==> src/rtl/bfc_pkg.sv <==
package bfc_pkg;

    localparam int INSTR_W = 32;
    localparam int OPC_W   = 6;
    localparam int IMM_W   = 16;
    localparam int STEP_B  = 4;

    localparam logic [OPC_W-1:0] OPC_BEQ   = 6'b000100;
    localparam logic [OPC_W-1:0] OPC_STORE = 6'b101011;

    typedef enum logic [1:0] {
        CLS_ALU    = 2'd0,
        CLS_STORE  = 2'd1,
        CLS_BRANCH = 2'd2
    } cls_t;

    typedef struct packed {
        logic reg_we;
        logic mem_we;
    } wen_t;

    localparam wen_t WEN_NONE = '{reg_we: 1'b0, mem_we: 1'b0};

    function automatic cls_t classify(input logic [OPC_W-1:0] opc);
        cls_t c;
        if (opc == OPC_BEQ)
            c = CLS_BRANCH;
        else if (opc == OPC_STORE)
            c = CLS_STORE;
        else
            c = CLS_ALU;
        return c;
    endfunction

    function automatic wen_t wen_of(input cls_t c);
        wen_t w;
        w = WEN_NONE;
        case (c)
            CLS_ALU:   w.reg_we = 1'b1;
            CLS_STORE: w.mem_we = 1'b1;
            default:   w = WEN_NONE;
        endcase
        return w;
    endfunction

endpackage

==> src/rtl/bfc_decode.sv <==
module bfc_decode
    import bfc_pkg::*;
(
    input  logic [INSTR_W-1:0] instr,
    input  logic               squash,
    output logic               is_branch,
    output wen_t               wen,
    output logic [IMM_W-1:0]   imm,
    output logic [INSTR_W-1:0] issued
);
    localparam int OPC_LSB = INSTR_W - OPC_W;

    cls_t cls;

    always_comb begin
        cls       = classify(instr[INSTR_W-1:OPC_LSB]);
        // a squashed slot is dead: it decodes as nothing at all
        is_branch = (cls == CLS_BRANCH) && !squash;
        wen       = squash ? WEN_NONE : wen_of(cls);
        imm       = instr[IMM_W-1:0];
        issued    = squash ? '0 : instr;
    end
endmodule

==> src/rtl/bfc_target.sv <==
module bfc_target
    import bfc_pkg::*;
#(
    parameter int XLEN = 32
) (
    input  logic [XLEN-1:0]  br_pc,
    input  logic [IMM_W-1:0] imm,
    output logic [XLEN-1:0]  target
);
    localparam int EXT_W = XLEN - IMM_W - 2;
    localparam logic [XLEN-1:0] LINK_OFS = XLEN'(STEP_B);

    logic [XLEN-1:0] offset;

    always_comb begin
        offset = {{EXT_W{imm[IMM_W-1]}}, imm, 2'b00};
        target = br_pc + LINK_OFS + offset;
    end
endmodule

==> src/rtl/bfc_resolve.sv <==
module bfc_resolve #(
    parameter int XLEN  = 32,
    parameter bit EARLY = 1'b1
) (
    input  logic            clk,
    input  logic            rst,
    input  logic            is_branch,
    input  logic [XLEN-1:0] opnd_a,
    input  logic [XLEN-1:0] opnd_b,
    input  logic [XLEN-1:0] target,
    output logic            redirect,
    output logic [XLEN-1:0] redirect_pc,
    output logic            hold,
    output logic            squash
);
    generate
        if (EARLY) begin : g_early
            logic sq_q;

            always_comb begin
                redirect    = is_branch && (opnd_a == opnd_b);
                redirect_pc = target;
                hold        = 1'b0;
                squash      = sq_q;
            end

            always_ff @(posedge clk) begin
                if (rst)
                    sq_q <= 1'b0;
                else
                    sq_q <= redirect;
            end
        end else begin : g_late
            typedef enum logic [1:0] {
                ST_IDLE  = 2'd0,
                ST_EXEC  = 2'd1,
                ST_DRAIN = 2'd2
            } st_t;

            st_t             st_q;
            logic [XLEN-1:0] a_q;
            logic [XLEN-1:0] b_q;
            logic [XLEN-1:0] tgt_q;

            always_comb begin
                hold        = (st_q == ST_EXEC) || ((st_q == ST_IDLE) && is_branch);
                squash      = (st_q != ST_IDLE);
                redirect    = (st_q == ST_EXEC) && (a_q == b_q);
                redirect_pc = tgt_q;
            end

            always_ff @(posedge clk) begin
                if (rst) begin
                    st_q  <= ST_IDLE;
                    a_q   <= '0;
                    b_q   <= '0;
                    tgt_q <= '0;
                end else begin
                    case (st_q)
                        ST_IDLE: begin
                            if (is_branch) begin
                                st_q  <= ST_EXEC;
                                a_q   <= opnd_a;
                                b_q   <= opnd_b;
                                tgt_q <= target;
                            end
                        end
                        ST_EXEC:  st_q <= ST_DRAIN;
                        default:  st_q <= ST_IDLE;
                    endcase
                end
            end
        end
    endgenerate
endmodule

==> src/rtl/branch_fetch_ctrl.sv <==
module branch_fetch_ctrl
    import bfc_pkg::*;
#(
    parameter int XLEN          = 32,
    parameter bit EARLY_RESOLVE = 1'b1
) (
    input  logic               clk,
    input  logic               rst,
    input  logic [INSTR_W-1:0] dec_instr,
    input  logic [XLEN-1:0]    dec_rs_val,
    input  logic [XLEN-1:0]    dec_rt_val,
    output logic [XLEN-1:0]    fetch_pc,
    output logic               fetch_hold,
    output logic               dec_squash,
    output logic [INSTR_W-1:0] iss_instr,
    output logic               iss_reg_we,
    output logic               iss_mem_we
);
    localparam logic [XLEN-1:0] PC_STEP = XLEN'(STEP_B);

    logic [XLEN-1:0]  pc_q;
    logic [XLEN-1:0]  dec_pc_q;
    logic [XLEN-1:0]  target;
    logic [XLEN-1:0]  redirect_pc;
    logic [IMM_W-1:0] imm;
    logic             is_branch;
    logic             redirect;
    logic             hold;
    logic             squash;
    wen_t             wen;

    bfc_decode u_dec (
        .instr     (dec_instr),
        .squash    (squash),
        .is_branch (is_branch),
        .wen       (wen),
        .imm       (imm),
        .issued    (iss_instr)
    );

    bfc_target #(.XLEN(XLEN)) u_tgt (
        .br_pc  (dec_pc_q),
        .imm    (imm),
        .target (target)
    );

    bfc_resolve #(.XLEN(XLEN), .EARLY(EARLY_RESOLVE)) u_res (
        .clk         (clk),
        .rst         (rst),
        .is_branch   (is_branch),
        .opnd_a      (dec_rs_val),
        .opnd_b      (dec_rt_val),
        .target      (target),
        .redirect    (redirect),
        .redirect_pc (redirect_pc),
        .hold        (hold),
        .squash      (squash)
    );

    always_ff @(posedge clk) begin
        if (rst) begin
            pc_q     <= '0;
            dec_pc_q <= '0;
        end else begin
            if (!hold)
                dec_pc_q <= pc_q;
            if (redirect)
                pc_q <= redirect_pc;
            else if (!hold)
                pc_q <= pc_q + PC_STEP;
        end
    end

    assign fetch_pc   = pc_q;
    assign fetch_hold = hold;
    assign dec_squash = squash;
    assign iss_reg_we = wen.reg_we;
    assign iss_mem_we = wen.mem_we;
endmodule

==> config.mk <==
export PLATFORM = sky130hd
export DESIGN_NAME = branch_fetch_ctrl
export DESIGN_NICKNAME = d
export VERILOG_FILES = /design/src/rtl/bfc_pkg.sv /design/src/rtl/bfc_decode.sv /design/src/rtl/bfc_target.sv /design/src/rtl/bfc_resolve.sv /design/src/rtl/branch_fetch_ctrl.sv
export SDC_FILE = /design/constraint.sdc
export NUM_CORES = 1
export LEC_CHECK = 0
export ABC_AREA = 1
export ABC_CLOCK_PERIOD_IN_PS = 4050
export BUFFER_PORTS_ARGS = -buffer_cell sky130_fd_sc_hd__buf_2
export CORE_UTILIZATION = 59
export DETAILED_ROUTE_END_ITERATION = 12
export HOLD_SLACK_MARGIN = 0.12
export PLACE_DENSITY = 0.87
export SLEW_MARGIN = 40
export SYNTH_ARGS = -nofsm -noshare
export SYNTH_HDL_FRONTEND = slang
export SYNTH_SLANG_ARGS = --single-unit
==> constraint.sdc <==
create_clock -name clk -period 4.05 [get_ports clk]
set_input_delay 0 -clock clk [delete_from_list [all_inputs] [get_ports clk]]
set_output_delay 0 -clock clk [all_outputs]
set_load 0.05 [all_outputs]
# [Word level (Yosys, flattened, before mapping)]
# Cells that the tools add are included.
[op_classes] addsub=3 mux=7 n_reduce_logical=4 eq_ne=5
[ops] op="adder 32 x 3 -> 32 bit, second input constant" n=2
[ops] op="2-to-1 mux 32 bit" n=2
[ops] op="adder 32 bit" n=1
[ops] op="== test 32 bit" n=1
[ops] op="== test 6 x 3 -> 1 bit, second input constant" n=1
[ops] op="== test 6 bit, second input constant" n=1
[ops] op="2-to-1 mux 2 bit" n=2
[ops] op="2-to-1 mux 1 bit" n=3
[ops] op="== test 2 x 1 -> 1 bit, second input constant" n=1
[ops] op="== test 2 bit, second input constant" n=1
[ops] op="logical AND 1 bit" n=2
[ops] op="logical NOT 2 bit" n=1
[ops] op="logical NOT 1 bit" n=1
[word_totals] output_inout_bits=68 regBits=65

# [Logic depth before layout (Yosys ltp)]
# Gate-level depths: netlist (run 1).
[depth] depth_word=7 mapped_depth=15 ltp_nobuf=15

# [Cells and area by module]
# Synthesis (run 1) repeated with hierarchy kept, for this count alone.
[unflattened] hier_cells=1239 hier_area_um2=7151.9
[by_module_without_submodules] mod="branch_fetch_ctrl" seq_area_each_um2=1281.2 n_inst=1 cells_per_inst=488 area_each_um2=3238.1
[by_module_without_submodules] mod="bfc_target" seq_area_each_um2=0.0 n_inst=1 cells_per_inst=472 area_each_um2=2557.5
[by_module_without_submodules] mod="bfc_resolve" seq_area_each_um2=20.0 n_inst=1 cells_per_inst=181 area_each_um2=882.1
[by_module_without_submodules] mod="bfc_decode" seq_area_each_um2=0.0 n_inst=1 cells_per_inst=98 area_each_um2=474.2

# [Least setup slack after synthesis (run 1)]
# OpenSTA, ideal clock, no wires.
[synth_timing] path_kind="reg2reg" start="register dec_pc_q[3]" end="register pc_q[15], in the netlist fetch_pc[15]" t_required_ns=3.918 setup_ns=0.132 setup_slack_ns=1.920 period_less_slack_ns=2.130 path_stages_with_launch=11 t_arrival_ns=1.998 cell_sequence="dfxtp_1 > ha_1 > ha_1 > fa_1 > nand3_1 > nand3_1 > nand3_1 > nand3_1 > or2_2 > nand3_1 > a21oi_1"
[synth_between] elab_chain_len=3
[synth_rtl] item="from (decl)" line_no="branch_fetch_ctrl.sv:22" rtl="logic [XLEN-1:0] dec_pc_q;"
[synth_rtl] item="from (signal assigned)" line_no="branch_fetch_ctrl.sv:66" rtl="dec_pc_q <= pc_q;"
[synth_rtl] item="adder 32 x 3 -> 32 bit" line_no="bfc_target.sv:17" rtl="target = br_pc + LINK_OFS + offset;"
[synth_rtl] item="adder 32 bit" line_no="bfc_target.sv:17"
[synth_rtl] item="2-to-1 mux 32 bit" line_no="branch_fetch_ctrl.sv:67" rtl="if (redirect)"
[synth_rtl] item="to (signal assigned)" line_no="branch_fetch_ctrl.sv:68" rtl="pc_q <= redirect_pc;"
[synth_rtl] item="to (signal assigned)" line_no="branch_fetch_ctrl.sv:70" rtl="pc_q <= pc_q + PC_STEP;"
[synth_rtl] item="to (decl)" line_no="branch_fetch_ctrl.sv:21" rtl="logic [XLEN-1:0] pc_q;"
# Every way passes these cells.
# A chain may end at the register's enable or synchronous reset.

# [Worst setup path after layout (run 1)]
# Ends and elaborated chain as after synthesis.

==> metrics.txt, run 1 <==
antenna-violating nets left=0; WP data arrival=2.63 ns; Final TNS setup=0 ns; share of cells above drive strength 1=15.8%; fill count=996; Gate Count Post-Synth=1155; Reg clk slew, reported paths=0.08 ns; Area Overhead vs Synth=17.4%; period utilization=59.3%; # IOs=166; Gate power share=24.3%; setup violators final=0; class of the tightest hold or removal check=in -> reg; synthesized cell area=6540 µm²; RSZ-0062 raised after global routing=false; f_max=0.417 GHz; unique cell type count in the Yosys netlist=34; status=finished with violations; buffers inserted during post-CTS setup optimization=0; First DRT Iteration DRCs=466; Static Leakage=4.56 nW; Core ar.=10800 µm²; gr busiest metal=met2; hpwl dp=15.8 mm; sequential share of power=41.9%; launch point of the worst path=dec_pc_q[3]; FF-to-FF End=fetch_pc[15]; fin crit period=2.40 ns; crit path capture=fetch_pc[15]; root buffer cell=clkbuf_8; DR WL/cell=13.2 µm; CTS sink cnt=65; Sw Pwr=0.552 mW; reg-to-reg startpoint=dec_pc_q[3]; met3 usage=5.41%; failing checks=DRC; worst clock skew=0.0121 ns; Post-CTS Resized=0; GR met1 Demand/Resource=38.7%; CTS tree=yes; Syn. warnings=0; Setup crit end kind=register; Starting Density=60.5%; gpl congestion=0.959; initial antenna violation count=0; Die Footprint=11500 µm²; critical path startpoint category=register; total power=1.54 mW; worst hold path depth=5; Net Sw Frac=35.8%; worst hold slack=0.213 ns; P_int=0.992 mW; vias=7535; Power Density=201 nW/µm²; Reg2Reg Setup Slack=1.65 ns; DR vias/cell=5.15; Setup CP Type=reg -> reg; grt total ovfl=0; area of the multi-input gates=4280 µm²; GRT Total Usage=34.5%; via count of the first global-routing pass=6923; Port Buf Inserts=164; FF+latch area=1300 µm²; Worst VDD drop=161 µV; sequential area share after synthesis=19.9%; diode count=0; Die Height=107 µm; max_cap viols=0; Slew @ Worst Pin=0.594 ns; Clk Latency, worst-skew pair=0.36 ns; mean area per synthesized cell=5.66 µm²; Rows=38; Max FO, Critical Path=4; Synth Register Bits=65; post-synth net total=1312; final wirelength=19.3 mm; Num CTS Buffers=9; worst reg2reg path depth=10; relative slew slack=60.4%; grt met2 use=62.7%; Post-route DRC=2; WP data required=4.28 ns; die width=107 µm; worst-case clock buffer depth=2; first-pass GRT wire length=31.1 mm; hold_buf cts=1; Clock power frac=33.8%; first drt pass iteration count=9; largest net degree at the start of global routing=51; Final nets=1474; Slew Limit Fails=0; htree depth=3; Final Hold Vio Count=0
==> worst min path at each step <==
| stage | start | to |
|---|---|---|
| global placement | dec_instr[18] | iss_instr[18] |
| floorplan | dec_instr[10] | iss_instr[10] |
| global route | rst | dec_pc_q[3] |
| detailed placement | dec_instr[19] | iss_instr[19] |
| finish | dec_instr[1] | fetch_pc[3] |
| CTS | dec_instr[1] | fetch_pc[3] |
==> cell usage in the layout, fill, tap and decap left out, drive strengths merged, types with 2 or more instances in the layout <==
cell type  synthesis  routed
a21oi             42      42
and2               4       4
and3               2       2
buf               11     167
clkbuf             6       9
clkinv             0       2
clkinvlp           0       3
dfxtp             65      65
ha                58      58
inv              231     233
nand2            370     370
nand3             67      67
nand3b             5       5
nand4             20      20
nor2             188     188
nor3              19      19
nor3b              2       2
o21ai             13      13
or2                5       5
xnor2             11      11
xor2              31      31
==> area by class of cell <==
| cell class | count | share of cell area, % |
|---|---|---|
| multi-input combinational | 842 | 55.7 |
| sequential | 65 | 17.0 |
| timing repair buffer | 168 | 11.4 |
| inverter | 231 | 11.3 |
| tap | 140 | 2.28 |
| clock buffer | 9 | 1.61 |
| clock inverter | 7 | 0.701 |
==> power groups by stage <==
stage          sequential, mW  clock (mW)  combinational (mW)
2_1_floorplan           0.669           0               0.238
3_3_place_gp            0.661           0               0.364
3_5_place_dp            0.662           0               0.369
4_1_cts                 0.647       0.520               0.372
5_1_grt                 0.647       0.553               0.412
6_report                0.647       0.522               0.375
==> sequential cells by signal, indices dropped and copies added, names as in the netlist <==
register      flops
dec_pc_q         32
fetch_pc         32
u_res.squash      1
==> cell usage after synthesis (all sizes together) <==
| library cell | instances | area, µm² |
|---|---|---|
| nor3b | 2 | 15.0 |
| o21ai | 13 | 65.1 |
| nor2 | 188 | 726 |
| or2 | 5 | 31.3 |
| nand3 | 67 | 365 |
| buf | 11 | 72.6 |
| nand3b | 5 | 37.5 |
| nor4 | 1 | 6.26 |
| fa | 1 | 20.0 |
| inv | 231 | 867 |
| ha | 58 | 726 |
| nand2 | 370 | 1400 |
| and2 | 4 | 25.0 |
| nor3 | 19 | 105 |
| o21bai | 1 | 7.51 |
| xor2 | 31 | 272 |
| a21o | 1 | 7.51 |
| conb | 1 | 3.75 |
| xnor2 | 11 | 96.3 |
| and3 | 2 | 12.5 |
| clkbuf | 6 | 22.5 |
| nand4 | 20 | 125 |
| a21oi | 42 | 229 |
| dfxtp | 65 | 1300 |
==> layer usage <==
metal / share of wire (%) / vias to the layer above
met4: 3.9 / 0
met5: 0 / -
met2: 49 / 355
li1: - / 3819
met3: 7.5 / 63
met1: 40 / 3298
==> through the flow <==
| step | worst slack [ns] | util (%) | std cells | cell area (µm²) |
|---|---|---|---|---|
| 2_1_floorplan | 1.92 | - | 1155 | 6540 |
| 3_3_place_gp | 1.66 | 69.0 | 1444 | 7450 |
| 3_5_place_dp | 1.66 | 69.1 | 1444 | 7460 |
| 4_1_cts | 1.66 | 70.8 | 1461 | 7640 |
| 5_1_grt | 1.48 | 71.1 | 1462 | 7670 |
| 6_report | 1.65 | 71.1 | 1462 | 7670 |
==> cell families after synthesis <==
group	after synthesis	synth area share, %
other cells	1	0.0574
buf+inv	248	14.7
flops	65	19.9
compound gates	57	4.73
xor+xnor	42	5.63
fa+ha+maj	59	11.4
simple gates	683	43.5
==> critical path, cell delays in order (launching register included) <==
cell	delay [ns]
dfxtp_1	0.31
ha_1	0.27
ha_1	0.27
fa_1	0.45
nand3_1	0.11
nand3_1	0.15
nand3_1	0.11
nand3_1	0.15
or2_2	0.31
nand3_1	0.08
a21oi_1	0.06
(Power assumes the default switching activity.)
==> run 2, diff against run 1 <==
Settings changed: ABC_CLOCK_PERIOD_IN_PS 4050 to 2000, CORE_UTILIZATION 59 to 50, PLACE_DENSITY 0.87 to 0.79.
Clock period 4.05 ns to 2 ns, I/O delays scaled along.
==> metrics.txt, run 2 (synthesis gave the netlist of run 1 again) <==
share of cells above drive strength 1=30.0%; die width=116 µm; Static Leakage=4.94 nW; Setup CP Type=reg -> reg; via count of the first global-routing pass=7581; fin crit period=2.06 ns; first drt pass iteration count=5; final wirelength=23.7 mm; Inst Count DP=1534; vias=8100; critical path startpoint category=register; total power=3.95 mW; Worst VDD drop=425 µV; Max FO, Critical Path=4; WP data arrival=2.33 ns; Core Util, Final=72.8%; fin cells=1553; Port Buf Inserts=164; first-pass GRT wire length=35.2 mm; Rows=41; area of the multi-input gates=5220 µm²; gpl congestion=0.991; Core ar.=12700 µm²; Die Height=116 µm; Net Sw Frac=32.8%; Area Overhead vs Synth=41.2%; class of the tightest hold or removal check=in -> reg; worst hold slack=0.223 ns; Power Density=428 nW/µm²; Final nets=1533; grt total ovfl=0; f_max=0.486 GHz; worst reg2reg path depth=10; GRT Total Usage=33.8%; worst clock skew=0.0134 ns; hpwl dp=17.3 mm; Clk Latency, worst-skew pair=0.35 ns; initial antenna violation count=0; htree depth=3; fill count=1045; relative slew slack=57.1%; pre-CTS WS=-0.143 ns; sequential share of power=33.2%; First DRT Iteration DRCs=740; reg-to-reg startpoint=dec_pc_q[13]; status=finished with violations; Setup crit end kind=register; CTS sink cnt=65; Reg clk slew, reported paths=0.06 ns; Sw Pwr=1.29 mW; Gate power share=24.5%; DR vias/cell=5.22; Num CTS Buffers=9; CTS tree=yes; period utilization=103%; FF-to-FF End=fetch_pc[22]; launch point of the worst path=dec_pc_q[13]; Die Footprint=13500 µm²; P_int=2.65 mW; Clock power frac=42.3%; largest net degree at the start of global routing=50; worst-case clock buffer depth=2; # IOs=166; setup ws final=-0.0563 ns; most common cell after layout, fill and taps aside=nand2_1; root buffer cell=clkbuf_16; Post-route DRC=0; RSZ-0062 raised after global routing=true; Final Hold Vio Count=0; Slew Limit Fails=0; FF+latch area=1320 µm²; max_cap viols=0; antenna-violating nets left=0; commonest cells after routing, fill and taps aside=332 x nand2_1, 228 x inv_1, 164 x buf_2; Starting Density=51.6%; failing checks=setup timing; WP data required=2.28 ns; Slew @ Worst Pin=0.644 ns; setup violators final=11; DR WL/cell=15.2 µm; Reg2Reg Setup Slack=-0.06 ns; crit path capture=fetch_pc[22]; diode count=0
-- run 2: cell types whose count changed in the layout (fill, tap and decap cells not counted), moves of 16 or more --
cell,before,now
nor2_2,5,21
nand2_1,369,332
nor2_1,182,160
nand2_2,0,33
ha_1,58,10
ha_4,0,48
buf_4,2,61
-- run 2: worst min-delay path by stage --
stage                     cells after the start       endpoint          start  slack (ns)
after floorplan                               2  iss_instr[10]  dec_instr[10]        0.21
after global placement                        4  iss_instr[19]  dec_instr[19]        0.35
after detailed placement                      4  iss_instr[16]  dec_instr[16]        0.36
after CTS                                     4   fetch_pc[25]            rst        0.22
after global routing                          4   fetch_pc[23]            rst        0.27
final                                         5    fetch_pc[3]   dec_instr[1]        0.22
-- run 2: final cells by class --
type	count	share of cell area (%)
multi-input cells	842	56.5
clock inverters	7	0.841
clock buffers	9	2.44
repair buffers	227	14.2
well taps	172	2.33
flip-flops and latches	65	14.3
inverters	231	9.40
-- run 2: routing by layer --
layer  track usage, %  routed length, µm
met1             39.4               9310
met2             59.2              11300
met3             5.55               1830
met4             17.9               1160
met5                0                  0
-- run 2: worst max-delay path, cell delays in order (launching register included) --
cell and delay, ns:
dfxtp_1 0.35, ha_4 0.22, ha_4 0.30, nand2_2 0.08
nor2_2 0.18, nand3_1 0.10, nand3b_1 0.22, nand2_1 0.12
nand3b_1 0.12, nand3_2 0.14, a21oi_2 0.16
-- run 2: metrics by stage --
step | TNS, ns | area [µm²]
after floorplan | 0 | 6550
after global placement | -1.08 | 7950
after detailed placement | -1.38 | 7950
after CTS | -0.0659 | 8730
after global routing | -1.76 | 9230
final | -0.255 | 9230
-- run 2: power groups by stage --
stage                     clock network [mW]  logic (mW)  registers [mW]
after detailed placement                   0       0.810            1.34
after CTS                               1.65       0.882            1.31
after floorplan                            0       0.484            1.36
after global routing                    1.71        1.06            1.31
final                                   1.67       0.968            1.31
after global placement                     0       0.800            1.34
-- run 2: timing repair --
action,4_1_cts,5_1_grt
hold buffers,1,0
buffers inserted,1,1
setup endpoints to repair,19,25
pin swaps,15,23
resized for setup,67,96
endpoints found under the hold margin,1,0
